--- src/rtl/secbank_pkg.sv ---
package secbank_pkg;

  typedef enum logic [1:0] {
    SZ_BYTE = 2'b00,
    SZ_HALF = 2'b01,
    SZ_WORD = 2'b10,
    SZ_RSVD = 2'b11
  } xfer_size_e;

  typedef struct packed {
    logic size_bad;
    logic hit_ctrl;
    logic hit_cfg;
    logic sec_fault;
  } verdict_t;

endpackage

--- src/rtl/secbank_access_filter.sv ---
module secbank_access_filter
  import secbank_pkg::*;
#(
  parameter int unsigned ADDR_W  = 12,
  parameter int unsigned NUM_CFG = 2
) (
  input  logic               valid,
  input  logic [ADDR_W-1:0]  addr,
  input  logic [1:0]         size,
  input  logic               secure,
  output verdict_t           verdict,
  output logic [NUM_CFG-1:0] cfg_sel
);
  localparam int unsigned IDX_W = ADDR_W - 2;

  logic [IDX_W-1:0] word_idx;
  logic             aligned;
  logic             size_ok;

  assign word_idx = addr[ADDR_W-1:2];
  assign aligned  = (addr[1:0] == 2'b00);
  assign size_ok  = (xfer_size_e'(size) == SZ_WORD) && aligned;

  for (genvar i = 0; i < NUM_CFG; i++) begin : g_sel
    assign cfg_sel[i] = valid && size_ok && (word_idx == IDX_W'(i + 1));
  end

  always_comb begin
    verdict.size_bad  = valid && !size_ok;
    verdict.hit_ctrl  = valid && size_ok && (word_idx == '0);
    verdict.hit_cfg   = |cfg_sel;
    verdict.sec_fault = (verdict.hit_ctrl || verdict.hit_cfg) && !secure;
  end
endmodule

--- src/rtl/secbank_lock_ctrl.sv ---
module secbank_lock_ctrl (
  input  logic clk,
  input  logic rst,
  input  logic wake,
  input  logic set_req,
  output logic lock_q
);
  always_ff @(posedge clk) begin
    if (rst)          lock_q <= 1'b0;
    else if (wake)    lock_q <= 1'b0;
    else if (set_req) lock_q <= 1'b1;
  end
endmodule

--- src/rtl/secbank_cfg_regs.sv ---
module secbank_cfg_regs #(
  parameter int unsigned NUM_CFG = 2,
  parameter int unsigned DATA_W  = 32
) (
  input  logic                      clk,
  input  logic                      rst,
  input  logic [NUM_CFG-1:0]        wr_en,
  input  logic [DATA_W-1:0]         wdata,
  output logic [NUM_CFG*DATA_W-1:0] cfg_flat
);
  for (genvar i = 0; i < NUM_CFG; i++) begin : g_reg
    logic [DATA_W-1:0] value_q;
    always_ff @(posedge clk) begin
      if (rst)           value_q <= '0;
      else if (wr_en[i]) value_q <= wdata;
    end
    assign cfg_flat[i*DATA_W +: DATA_W] = value_q;
  end
endmodule

--- src/rtl/secure_cfg_bank.sv ---
module secure_cfg_bank
  import secbank_pkg::*;
#(
  parameter int unsigned ADDR_W  = 12,
  parameter int unsigned DATA_W  = 32,
  parameter int unsigned NUM_CFG = 2
) (
  input  logic                      clk,
  input  logic                      rst,
  input  logic                      sec_enable,
  input  logic                      wake_standby,
  input  logic                      req_valid,
  input  logic                      req_write,
  input  logic [ADDR_W-1:0]         req_addr,
  input  logic [1:0]                req_size,
  input  logic                      req_secure,
  input  logic [DATA_W-1:0]         req_wdata,
  output logic                      rsp_valid,
  output logic [DATA_W-1:0]         rsp_rdata,
  output logic                      rsp_error,
  output logic                      illegal_evt,
  output logic                      lock_o,
  output logic [NUM_CFG*DATA_W-1:0] cfg_o
);
  verdict_t           verdict;
  logic [NUM_CFG-1:0] cfg_sel;
  logic [NUM_CFG-1:0] cfg_wr;
  logic               lock_q;
  logic               ctrl_wr_ok;
  logic               lock_set_req;
  logic               access_ok;
  logic [DATA_W-1:0]  rd_word;

  secbank_access_filter #(.ADDR_W(ADDR_W), .NUM_CFG(NUM_CFG)) u_filter (
    .valid   (req_valid),
    .addr    (req_addr),
    .size    (req_size),
    .secure  (req_secure),
    .verdict (verdict),
    .cfg_sel (cfg_sel)
  );

  assign access_ok    = !verdict.sec_fault;
  assign ctrl_wr_ok   = req_write && verdict.hit_ctrl && access_ok && sec_enable;
  assign lock_set_req = ctrl_wr_ok && req_wdata[0];

  secbank_lock_ctrl u_lock (
    .clk     (clk),
    .rst     (rst),
    .wake    (wake_standby),
    .set_req (lock_set_req),
    .lock_q  (lock_q)
  );

  for (genvar i = 0; i < NUM_CFG; i++) begin : g_wr
    assign cfg_wr[i] = req_write && cfg_sel[i] && access_ok && !lock_q;
  end

  secbank_cfg_regs #(.NUM_CFG(NUM_CFG), .DATA_W(DATA_W)) u_regs (
    .clk      (clk),
    .rst      (rst),
    .wr_en    (cfg_wr),
    .wdata    (req_wdata),
    .cfg_flat (cfg_o)
  );

  always_comb begin
    rd_word = '0;
    if (!req_write && access_ok) begin
      if (verdict.hit_ctrl && sec_enable) rd_word = {{(DATA_W-1){1'b0}}, lock_q};
      for (int i = 0; i < NUM_CFG; i++) begin
        if (cfg_sel[i]) rd_word = cfg_o[i*DATA_W +: DATA_W];
      end
    end
  end

  always_ff @(posedge clk) begin
    if (rst) begin
      rsp_valid   <= 1'b0;
      rsp_rdata   <= '0;
      rsp_error   <= 1'b0;
      illegal_evt <= 1'b0;
    end else begin
      rsp_valid   <= req_valid;
      rsp_rdata   <= rd_word;
      rsp_error   <= verdict.size_bad;
      illegal_evt <= verdict.sec_fault;
    end
  end

  assign lock_o = lock_q;
endmodule

--- config.mk ---
export PLATFORM = sky130hd
export DESIGN_NAME = secure_cfg_bank
export DESIGN_NICKNAME = d
export VERILOG_FILES = /design/src/rtl/secbank_pkg.sv /design/src/rtl/secbank_access_filter.sv /design/src/rtl/secbank_lock_ctrl.sv /design/src/rtl/secbank_cfg_regs.sv /design/src/rtl/secure_cfg_bank.sv
export SDC_FILE = /design/constraint.sdc
export NUM_CORES = 1
export LEC_CHECK = 0
export ABC_AREA = 1
export CORE_AREA = 2 2 107 109
export CTS_CLUSTER_DIAMETER = 50
export DETAILED_ROUTE_END_ITERATION = 10
export DIE_AREA = 0 0 109 111
export PLACE_DENSITY_LB_ADDON = 0.15
export SYNTH_ARGS = -nofsm -noshare
export SYNTH_HDL_FRONTEND = slang
export SYNTH_SLANG_ARGS = --single-unit
--- constraint.sdc ---
create_clock -name clk -period 1.3 [get_ports clk]
set_input_delay 0.26 -clock clk [delete_from_list [all_inputs] [get_ports clk]]
set_output_delay 0.26 -clock clk [all_outputs]
set_load 0.01 [all_outputs]
# Word level (Yosys, flattened, before mapping)
# Index checks and enable logic that the tools add are counted.
[word_totals]
output_inout_bits = 100
regBits = 100
[classes]
bitwise_logic = 1
reduce_logical = 30
n_mux = 3
eq_ne = 3
[ops]
columns = ["op", "n"]
rows = [
  ["two-way mux 32 bit", 2],
  ["logical AND 1 bit", 19],
  ["equality test 10 x 1 -> 1 bit, second input constant", 1],
  ["equality test 10 x 2 -> 1 bit, second input constant", 1],
  ["logical NOT 10 bit", 1],
  ["OR reduction 2 bit", 3],
  ["logical NOT 1 bit", 5],
  ["equality test 2 bit, second input constant", 1],
  ["logical NOT 2 bit", 1],
  ["logical OR 1 bit", 1],
  ["two-way mux 1 bit", 1],
  ["inverter 1 bit", 1],
]

# Depth between registers and ports, before layout
# Gate-level depths: netlist of the first run.
[depth]
depth_word = 11
depth_mapped = 11

# By module
# From an unflattened synthesis of the first run, not the netlist that was laid out.
[hier_totals]
hier_cells = 574
hier_area_um2 = 4053.9
[by_module_without_submodules]
columns = ["mod", "area_each_um2", "n_inst", "seq_area_each_um2", "cells_each"]
rows = [
  ["secbank_cfg_regs", 2568.7, 1, 1281.2, 373],
  ["secure_cfg_bank", 1280.0, 1, 700.7, 162],
  ["secbank_access_filter", 166.4, 1, 0.0, 33],
  ["secbank_lock_ctrl", 38.8, 1, 20.0, 6],
]

# Least setup slack after synthesis of the first run
# OpenSTA, ideal clock, no wires.
[synth_path]
path_type = "in2reg"
startpoint = "input req_addr[7]"
endpoint = "register u_regs.g_reg[1].value_q[10]"
setup_ps = 113
t_arrival_ps = 1218
path_slack_ps = -31
stages = 7
n_path_buf = 1
path_cell_list = "nor2_1 -> nand3_2 -> nor2_8 -> nand4_4 -> buf_2 -> nor2_1 -> nor2_1"
[synth_via]
elab_chain_len = 8
word_cells_on_any_way = 13
cone_classes = "2 x eq/ne; 11 x reduce/logical"
[synth_lines]
columns = ["item", "line", "source"]
rows = [
  ["start, declared", "secure_cfg_bank.sv:14", "input logic [ADDR_W-1:0] req_addr,"],
  ["equality test 10 x 1 -> 1 bit or equality test 10 x 2 -> 1 bit (tied branches)", "secbank_access_filter.sv:25", "assign cfg_sel[i] = valid && size_ok && (word_idx == IDX_W'(i + 1));"],
  ["logical AND 1 bit", "secbank_access_filter.sv:25", ""],
  ["OR reduction 2 bit", "secbank_access_filter.sv:31", "verdict.hit_cfg = |cfg_sel;"],
  ["logical OR 1 bit", "secbank_access_filter.sv:32", "verdict.sec_fault = (verdict.hit_ctrl || verdict.hit_cfg) && !secure;"],
  ["logical AND 1 bit", "secbank_access_filter.sv:32", ""],
  ["logical NOT 1 bit", "secure_cfg_bank.sv:43", "assign access_ok = !verdict.sec_fault;"],
  ["logical AND 1 bit (*) (2 in series)", "secure_cfg_bank.sv:56", "assign cfg_wr[i] = req_write && cfg_sel[i] && access_ok && !lock_q;"],
  ["end signal, assigned", "secbank_cfg_regs.sv:15", "else if (wr_en[i]) value_q <= wdata;"],
  ["end, declared", "secbank_cfg_regs.sv:12", "logic [DATA_W-1:0] value_q;"],
]
# Mark *: on every way between the ends. The rest lies on a longest branch, timed or not.
# A chain may end at the register's enable or synchronous reset.

# Final worst setup path of the first run
[layout_path]
startpoint = "input req_addr[3]"
endpoint = "register u_regs.g_reg[0].value_q[6]"
[layout_via]
elab_chain_len = 8
word_cells_on_any_way = 13
cone_classes = "2 x eq/ne; 11 x reduce/logical"
[layout_lines]
columns = ["item", "line"]
rows = [
  ["equality test 10 x 1 -> 1 bit or equality test 10 x 2 -> 1 bit (tied branches)", "secbank_access_filter.sv:25"],
  ["logical AND 1 bit", "secbank_access_filter.sv:25"],
  ["OR reduction 2 bit", "secbank_access_filter.sv:31"],
  ["logical OR 1 bit", "secbank_access_filter.sv:32"],
  ["logical AND 1 bit", "secbank_access_filter.sv:32"],
  ["logical NOT 1 bit", "secure_cfg_bank.sv:43"],
  ["logical AND 1 bit (*) (2 in series)", "secure_cfg_bank.sv:56"],
  ["end signal, assigned", "secbank_cfg_regs.sv:15"],
  ["end, declared", "secbank_cfg_regs.sv:12"],
]
# Marks and branches as above.

==> out/metrics.cfg, run 1 <==
[status]
status = finished, violations left
violations = setup timing

[detailed_routing]
drc = 0
drt-total-wl_um = 16800
vias_per_cell = 4.85
drt_pass1_iterations = 5
wire_per_inst_um = 16.7
ant_nets = 0
num_vias = 4858
drtIter0Drc = 200

[logic_synthesis]
async_reset_ff_frac = 0
yosys.area.top_type_share = 0.469
yosys-top-cells-count = nand2_1 (169), nor2_1 (144), inv_1 (108), dfxtp_1 (100), o21ai_0 (50)
synth_most_common_cell = nand2_1
ys_warn_count = 0
synthTopCellsByArea = dfxtp_1 (47%), nand2_1 (15%), nor2_1 (13%)
syn_area_um2 = 4270
synth_seq_cells = 100
ys_seq_area_frac = 0.469
synth.distinct_cells = 26
synth-edff-count = 0
synthFlopType = dfxtp_1
synth.avg_cell_area_um2 = 6.67
synth_nets = 693
synth_top_area_cell = dfxtp_1
netlist_instances = 640

[clock_tree]
insertion_delay_ns = 0.35
clk_pin_slew_ns = 0.07
cts_tree = built
cts_hold_buf = 0
clock-sinks = 100
htreeDepth = 3
cts_inserted_buffers = 9
cts-root-buf = clkbuf_16
clk_path_buf_depth = 2

[setup_path]
path_max_fanout = 10
crit_path_end_kind = flip-flop
crit_required_ns = 1.53
path_class = in -> reg
arrival_ns = 1.64
start_kind = input port

[die]
start_util = 0.385
ios = 153
die_area_um2 = 12100
coreArea_um2 = 11100
die_width_um = 109
rows = 39
fp.dieH_um = 111

[global_route]
overflow = 0
grt_use_total = 0.272
grt_pass1_vias = 4781
top_usage_layer = met2
met2_usage = 0.475
grt_pass1_wl_um = 25000
grt_max_degree = 32
antenna_found_initial = 0
met1_usage = 0.329
grtUsageMet3 = 0.0570

[timing]
postLayoutSetupSlackWorst_ns = -0.116
finalHoldViolCount = 0
relSlewSlack = 0.804
timing.fmax_ghz = 0.706
slew_violations = 0
post-route-period-util = 1.09
fin_crit_ns = 1.42
setup_viol_count_final = 70
worstMarginPinSlew_ns = 0.293
rsz0062_at_grt = yes
finalClockSkew_ns = 0.0112

[flow_run]
maxCapViolations = 0

[layout]
fin_cells = 1002
layout.nets = 907
diodes = 0
drive_gt1_frac = 0.341
syn_to_final_growth_pct = 85.8

[placed_design]
dpl.cell_count = 928
dp_hpwl_um = 8170
gp_congestion = 0.782
port_buffers = 152

[power]
ir_drop_mv = 0.927
total_power_uw = 6320
p_per_area_nw_per_um2 = 796
p_leak_uw = 0.00390

[min_path]
hold_path_class = in -> reg

==> cells by family (layout without fill, tap and decap cells) <==
group                  after synthesis  after routing  share of synthesized area
AOI/OAI and AO/OA                   65             65                     0.0768
DFF                                100            100                      0.469
buffers and inverters              142            361                      0.138
and+or+nand+nor                    333            333                      0.316
==> final timing paths <==
| path | cells after the start | slack (ns) | endpoint | startpoint |
|---|---|---|---|---|
| setup reg to reg | 7 | -0.11 | u_regs.g_reg[0].value_q[6]$_SDFFE_PP0P_ | u_lock.lock_q$_SDFFE_PP0P_ |
| setup / recovery | 9 | -0.12 | u_regs.g_reg[0].value_q[6]$_SDFFE_PP0P_ | req_addr[3] |
| hold / removal | 4 | 0.28 | rsp_error$_SDFF_PP0_ | req_valid |
| hold reg to reg | 4 | 0.55 | u_regs.g_reg[0].value_q[3]$_SDFFE_PP0P_ | u_regs.g_reg[0].value_q[3]$_SDFFE_PP0P_ |
==> area by class of cell <==
class | count | area, um2
flip-flops and latches | 100 | 2000
multi-input cells | 398 | 2310
clock inverters | 5 | 51.3
clock buffers | 11 | 253
inverters | 112 | 448
well taps | 143 | 179
fillers | 860 | 3150
repair buffers | 233 | 2680
==> worst max-delay path, cell delays in order <==
cell,delay (ns)
dlygate4sd2_1,0.28
nor2_4,0.10
nand3_1,0.08
nor2_2,0.17
nand3b_4,0.15
buf_6,0.15
buf_12,0.14
o21ai_0,0.23
nor2_1,0.09
==> cell usage in the layout (no fill, tap or decap), types with 2 or more instances in the layout <==
master / count
dlygate4sd2_1: 102
inv_1: 99
nor2_1: 99
dfxtp_1: 99
nand2_1: 93
nand2_2: 56
nor2_2: 38
clkdlybuf4s50_1: 35
o21ai_2: 31
buf_12: 29
buf_4: 26
nand2_4: 21
o21ai_1: 17
buf_16: 15
buf_6: 15
o21ai_0: 12
nor2_4: 11
inv_2: 10
clkbuf_16: 10
buf_2: 8
inv_8: 5
nand3_1: 4
nand3_4: 3
o21ai_4: 3
nand4_1: 2
clkbuf_8: 2
==> flip-flops by register name (all words and copies together) (netlist names) <==
| signal | cells |
|---|---|
| rsp_valid | 1 |
| rsp_error | 1 |
| illegal_evt | 1 |
| rsp_rdata | 32 |
| u_regs.g.value_q | 64 |
| u_lock.lock_q | 1 |
==> what timing repair did <==
| item | 4_1_cts | 5_1_grt |
|---|---|---|
| pin swaps | 48 | 61 |
| endpoints found under the setup margin | 198 | 93 |
| setup buffers | 39 | 5 |
| hold endpoints to repair | 0 | 0 |
| gates cloned | 24 | 1 |
| gates resized for setup | 312 | 137 |
==> routing by layer <==
layer / up-vias / routed length, um
met3: 31 / 1120
met4: 0 / 294
met5: - / 0
met1: 2321 / 6530
met2: 182 / 8820
li1: 2324 / -
==> power by group <==
| part | internal, uW | switching [uW] | leakage (uW) |
|---|---|---|---|
| clock network | 1460 | 1340 | 0.000152 |
| registers | 3060 | 1.05 | 0.000806 |
| logic | 242 | 215 | 0.00294 |
| total | 4760 | 1550 | 0.00390 |
==> stage by stage <==
step / hold slack [ns] / instance area (um2) / worst slack, ns / util / setup TNS (ns)
5_1_grt: 0.296 / 7930 / -0.166 / 0.716 / -8.98
3_5_place_dp: 0.484 / 6130 / -0.730 / 0.554 / -67.15
4_1_cts: 0.369 / 7720 / -0.148 / 0.697 / -4.26
6_report: 0.280 / 7930 / -0.116 / 0.716 / -3.44
3_3_place_gp: 0.478 / 6130 / -0.699 / 0.554 / -64.11
2_1_floorplan: 0.332 / 4320 / -0.0191 / - / -0.361
(Power assumes the default switching activity.)
==> inputs of run 2 (changes only) <==
--- a/config.mk
+++ b/config.mk
@@ -5,12 +5,13 @@
 export SDC_FILE = /design/constraint.sdc
 export NUM_CORES = 1
 export LEC_CHECK = 0
-export ABC_AREA = 1
-export CORE_AREA = 2 2 107 109
+export ABC_CLOCK_PERIOD_IN_PS = 1300
+export CORE_AREA = 2 2 105 107
 export CTS_CLUSTER_DIAMETER = 50
 export DETAILED_ROUTE_END_ITERATION = 10
-export DIE_AREA = 0 0 109 111
+export DIE_AREA = 0 0 107 109
 export PLACE_DENSITY_LB_ADDON = 0.15
 export SYNTH_ARGS = -nofsm -noshare
 export SYNTH_HDL_FRONTEND = slang
 export SYNTH_SLANG_ARGS = --single-unit
+export TNS_END_PERCENT = 30
==> out/metrics.cfg, run 2 <==
[detailed_routing]
ant_nets = 0
drt_pass1_iterations = 5
drc = 0
drt-total-wl_um = 12400
drtIter0Drc = 124
num_vias = 3707
wire_per_inst_um = 16.6
vias_per_cell = 4.96

[power]
seqPwrFrac = 0.559
p_sw_uw = 1260
p_leak_uw = 0.00286
p_comb_frac = 0.079
p_per_area_nw_per_um2 = 841
total_power_uw = 5480
ir_drop_mv = 0.459
clockPowerShare = 0.362
internal-power_uw = 4220
switching_share = 0.231

[logic_synthesis]
synth_most_common_cell = dfxtp_1
synth_top_area_cell = dfxtp_1
synth.avg_cell_area_um2 = 9.94
synth-edff-count = 0
yosys.area.top_type_share = 0.485
synth_seq_cells = 100
synth_nets = 468
ys_seq_area_frac = 0.485
netlist_instances = 415
ys_warn_count = 0
yosys-top-cells-count = dfxtp_1 (100), nand2b_1 (98), mux2i_1 (64), nand3_1 (62), a21oi_1 (33)
synthTopCellsByArea = dfxtp_1 (49%), mux2i_1 (16%), nand2b_1 (15%)
async_reset_ff_frac = 0
syn_area_um2 = 4130
synthFlopType = dfxtp_1
synth.distinct_cells = 26

[setup_path]
path_max_fanout = 7
cp-startpoint = req_addr[11]
start_kind = input port
path_common_cell = buf_6
timing.rr.end = u_regs.g_reg[0].value_q[14]$_SDFFE_PP0P_
arrival_ns = 1.99
crit_path_end_kind = flip-flop
r2r_start = u_lock.lock_q$_SDFFE_PP0P_
critPathMaxStageDelay_ns = 0.55
path_class = in -> reg
crit_chain = buf_6 > or4_4 > buf_6 > buf_6 > nor3_4 > a311o_2 > buf_6 > a21oi_1
crit_required_ns = 1.55
crit_path_end = rsp_rdata[25]$_SDFF_PP0_
ff2ff_setup_slack_ns = -0.25
r2r_cells = 7
slowest_stage = or4_4

[clock_tree]
clk_pin_slew_ns = 0.09
cts_tree = built
clk_path_buf_depth = 2
cts-root-buf = clkbuf_8
insertion_delay_ns = 0.36
clock-sinks = 100
htreeDepth = 3
cts_inserted_buffers = 9

[die]
rows = 38
fp.dieH_um = 109
start_util = 0.389
coreArea_um2 = 10600
die_width_um = 107
die_area_um2 = 11700
ios = 153

[timing]
post-route-period-util = 1.34
finalHoldViolCount = 0
worstMarginPinSlew_ns = 0.307
fin_crit_ns = 1.74
timing.fmax_ghz = 0.576
finalClockSkew_ns = 0.00917
rsz0062_at_grt = yes
slew_violations = 0
final.hold.worst_slack_ns = 0.367
postLayoutSetupSlackWorst_ns = -0.437
setup_viol_count_final = 98
relSlewSlack = 0.796

[global_route]
antenna_found_initial = 0
grt_use_total = 0.211
grt_max_degree = 100
grt_pass1_vias = 3726
overflow = 0
grt_pass1_wl_um = 19100

[layout]
largest_register = u_regs.g.value_q
layout_commonest_cell = nand2b_1
final_cell_mix = nand2b_1 (98), dfxtp_1 (74), mux2i_1 (64), nand3_1 (59), dlygate4sd2_1 (59)
syn_to_final_growth_pct = 57.8
largest_reg_flops = 64
largestRegisters = u_regs.g.value_q x64, rsp_rdata x32
drive_gt1_frac = 0.247
fin_cells = 747
diodes = 0
layout.nets = 655

[status]
violations = setup timing
status = finished, violations left

[placed_design]
gp_congestion = 0.794
port_buffers = 152
dpl.cell_count = 709
place_ws_ns = -1.00
dp_hpwl_um = 7880

[min_path]
hold_path_class = in -> reg

[flow_run]
maxCapViolations = 0

-- run 2: critical path, delay by kind of cell --
| family | cells | cell delay [ns] |
|---|---|---|
| and+or+nand+nor | 2 | 0.75 |
| AOI/OAI and AO/OA | 2 | 0.43 |
| buffers and inverters | 4 | 0.54 |
-- run 2: how the worst min path moves through the flow --
stage | startpoint | to | slack, ns | depth (start not counted)
2_1_floorplan | wake_standby | u_lock.lock_q$_SDFFE_PP0P_ | 0.34 | 1
3_3_place_gp | u_regs.g_reg[1].value_q[26]$_SDFFE_PP0P_ | rsp_rdata[26]$_SDFF_PP0_ | 0.47 | 2
3_5_place_dp | u_regs.g_reg[1].value_q[5]$_SDFFE_PP0P_ | rsp_rdata[5]$_SDFF_PP0_ | 0.47 | 2
4_1_cts | req_size[0] | rsp_error$_SDFF_PP0_ | 0.37 | 4
5_1_grt | req_size[0] | rsp_error$_SDFF_PP0_ | 0.38 | 4
6_report | req_size[0] | rsp_error$_SDFF_PP0_ | 0.37 | 4
-- run 2: power by group through the flow --
stage | sequential (uW) | combinational [uW] | clock (uW)
2_1_floorplan | 3140 | 156 | 0
3_3_place_gp | 3140 | 405 | 0
3_5_place_dp | 3140 | 410 | 0
4_1_cts | 3060 | 403 | 2040
5_1_grt | 3070 | 458 | 2170
6_report | 3060 | 431 | 1980
-- run 2: layout make-up --
cell class / instances / area, um2
clock buffers: 11 / 131
flip-flops and latches: 100 / 2030
multi-input cells: 280 / 2060
inverters: 1 / 3.75
well taps: 140 / 175
fillers: 927 / 4090
repair buffers: 210 / 2050
clock inverters: 5 / 60.1
-- run 2: timing repair --
item	CTS	global route
endpoints found under the setup margin	198	153
buffers inserted	5	8
gates resized for setup	150	109
gates cloned	5	4
pin swaps	13	7
hold buffers	0	0
-- run 2: routing by layer --
metal	vias to the layer above	GRT usage	share of wire
li1	1797	-	-
met1	1765	0.270	0.44
met2	126	0.352	0.47
met3	19	0.0514	0.069
met4	0	0.0686	0.015
met5	-	0	0
-- run 2: cell families after synthesis --
logic type,share of synthesized area
multiplexers,0.155
AO/OA/AOI/OAI,0.0455
flip-flops,0.485
buffers and inverters,0.0458
AND/OR/NAND/NOR,0.268
-- run 2: metrics by stage --
step / TNS, ns / utilization / area, um2
2_1_floorplan: -45.68 / - / 4140
3_3_place_gp: -91.12 / 0.564 / 5980
3_5_place_dp: -94.96 / 0.564 / 5980
4_1_cts: -35.09 / 0.591 / 6260
5_1_grt: -39.66 / 0.614 / 6510
6_report: -35.44 / 0.614 / 6510
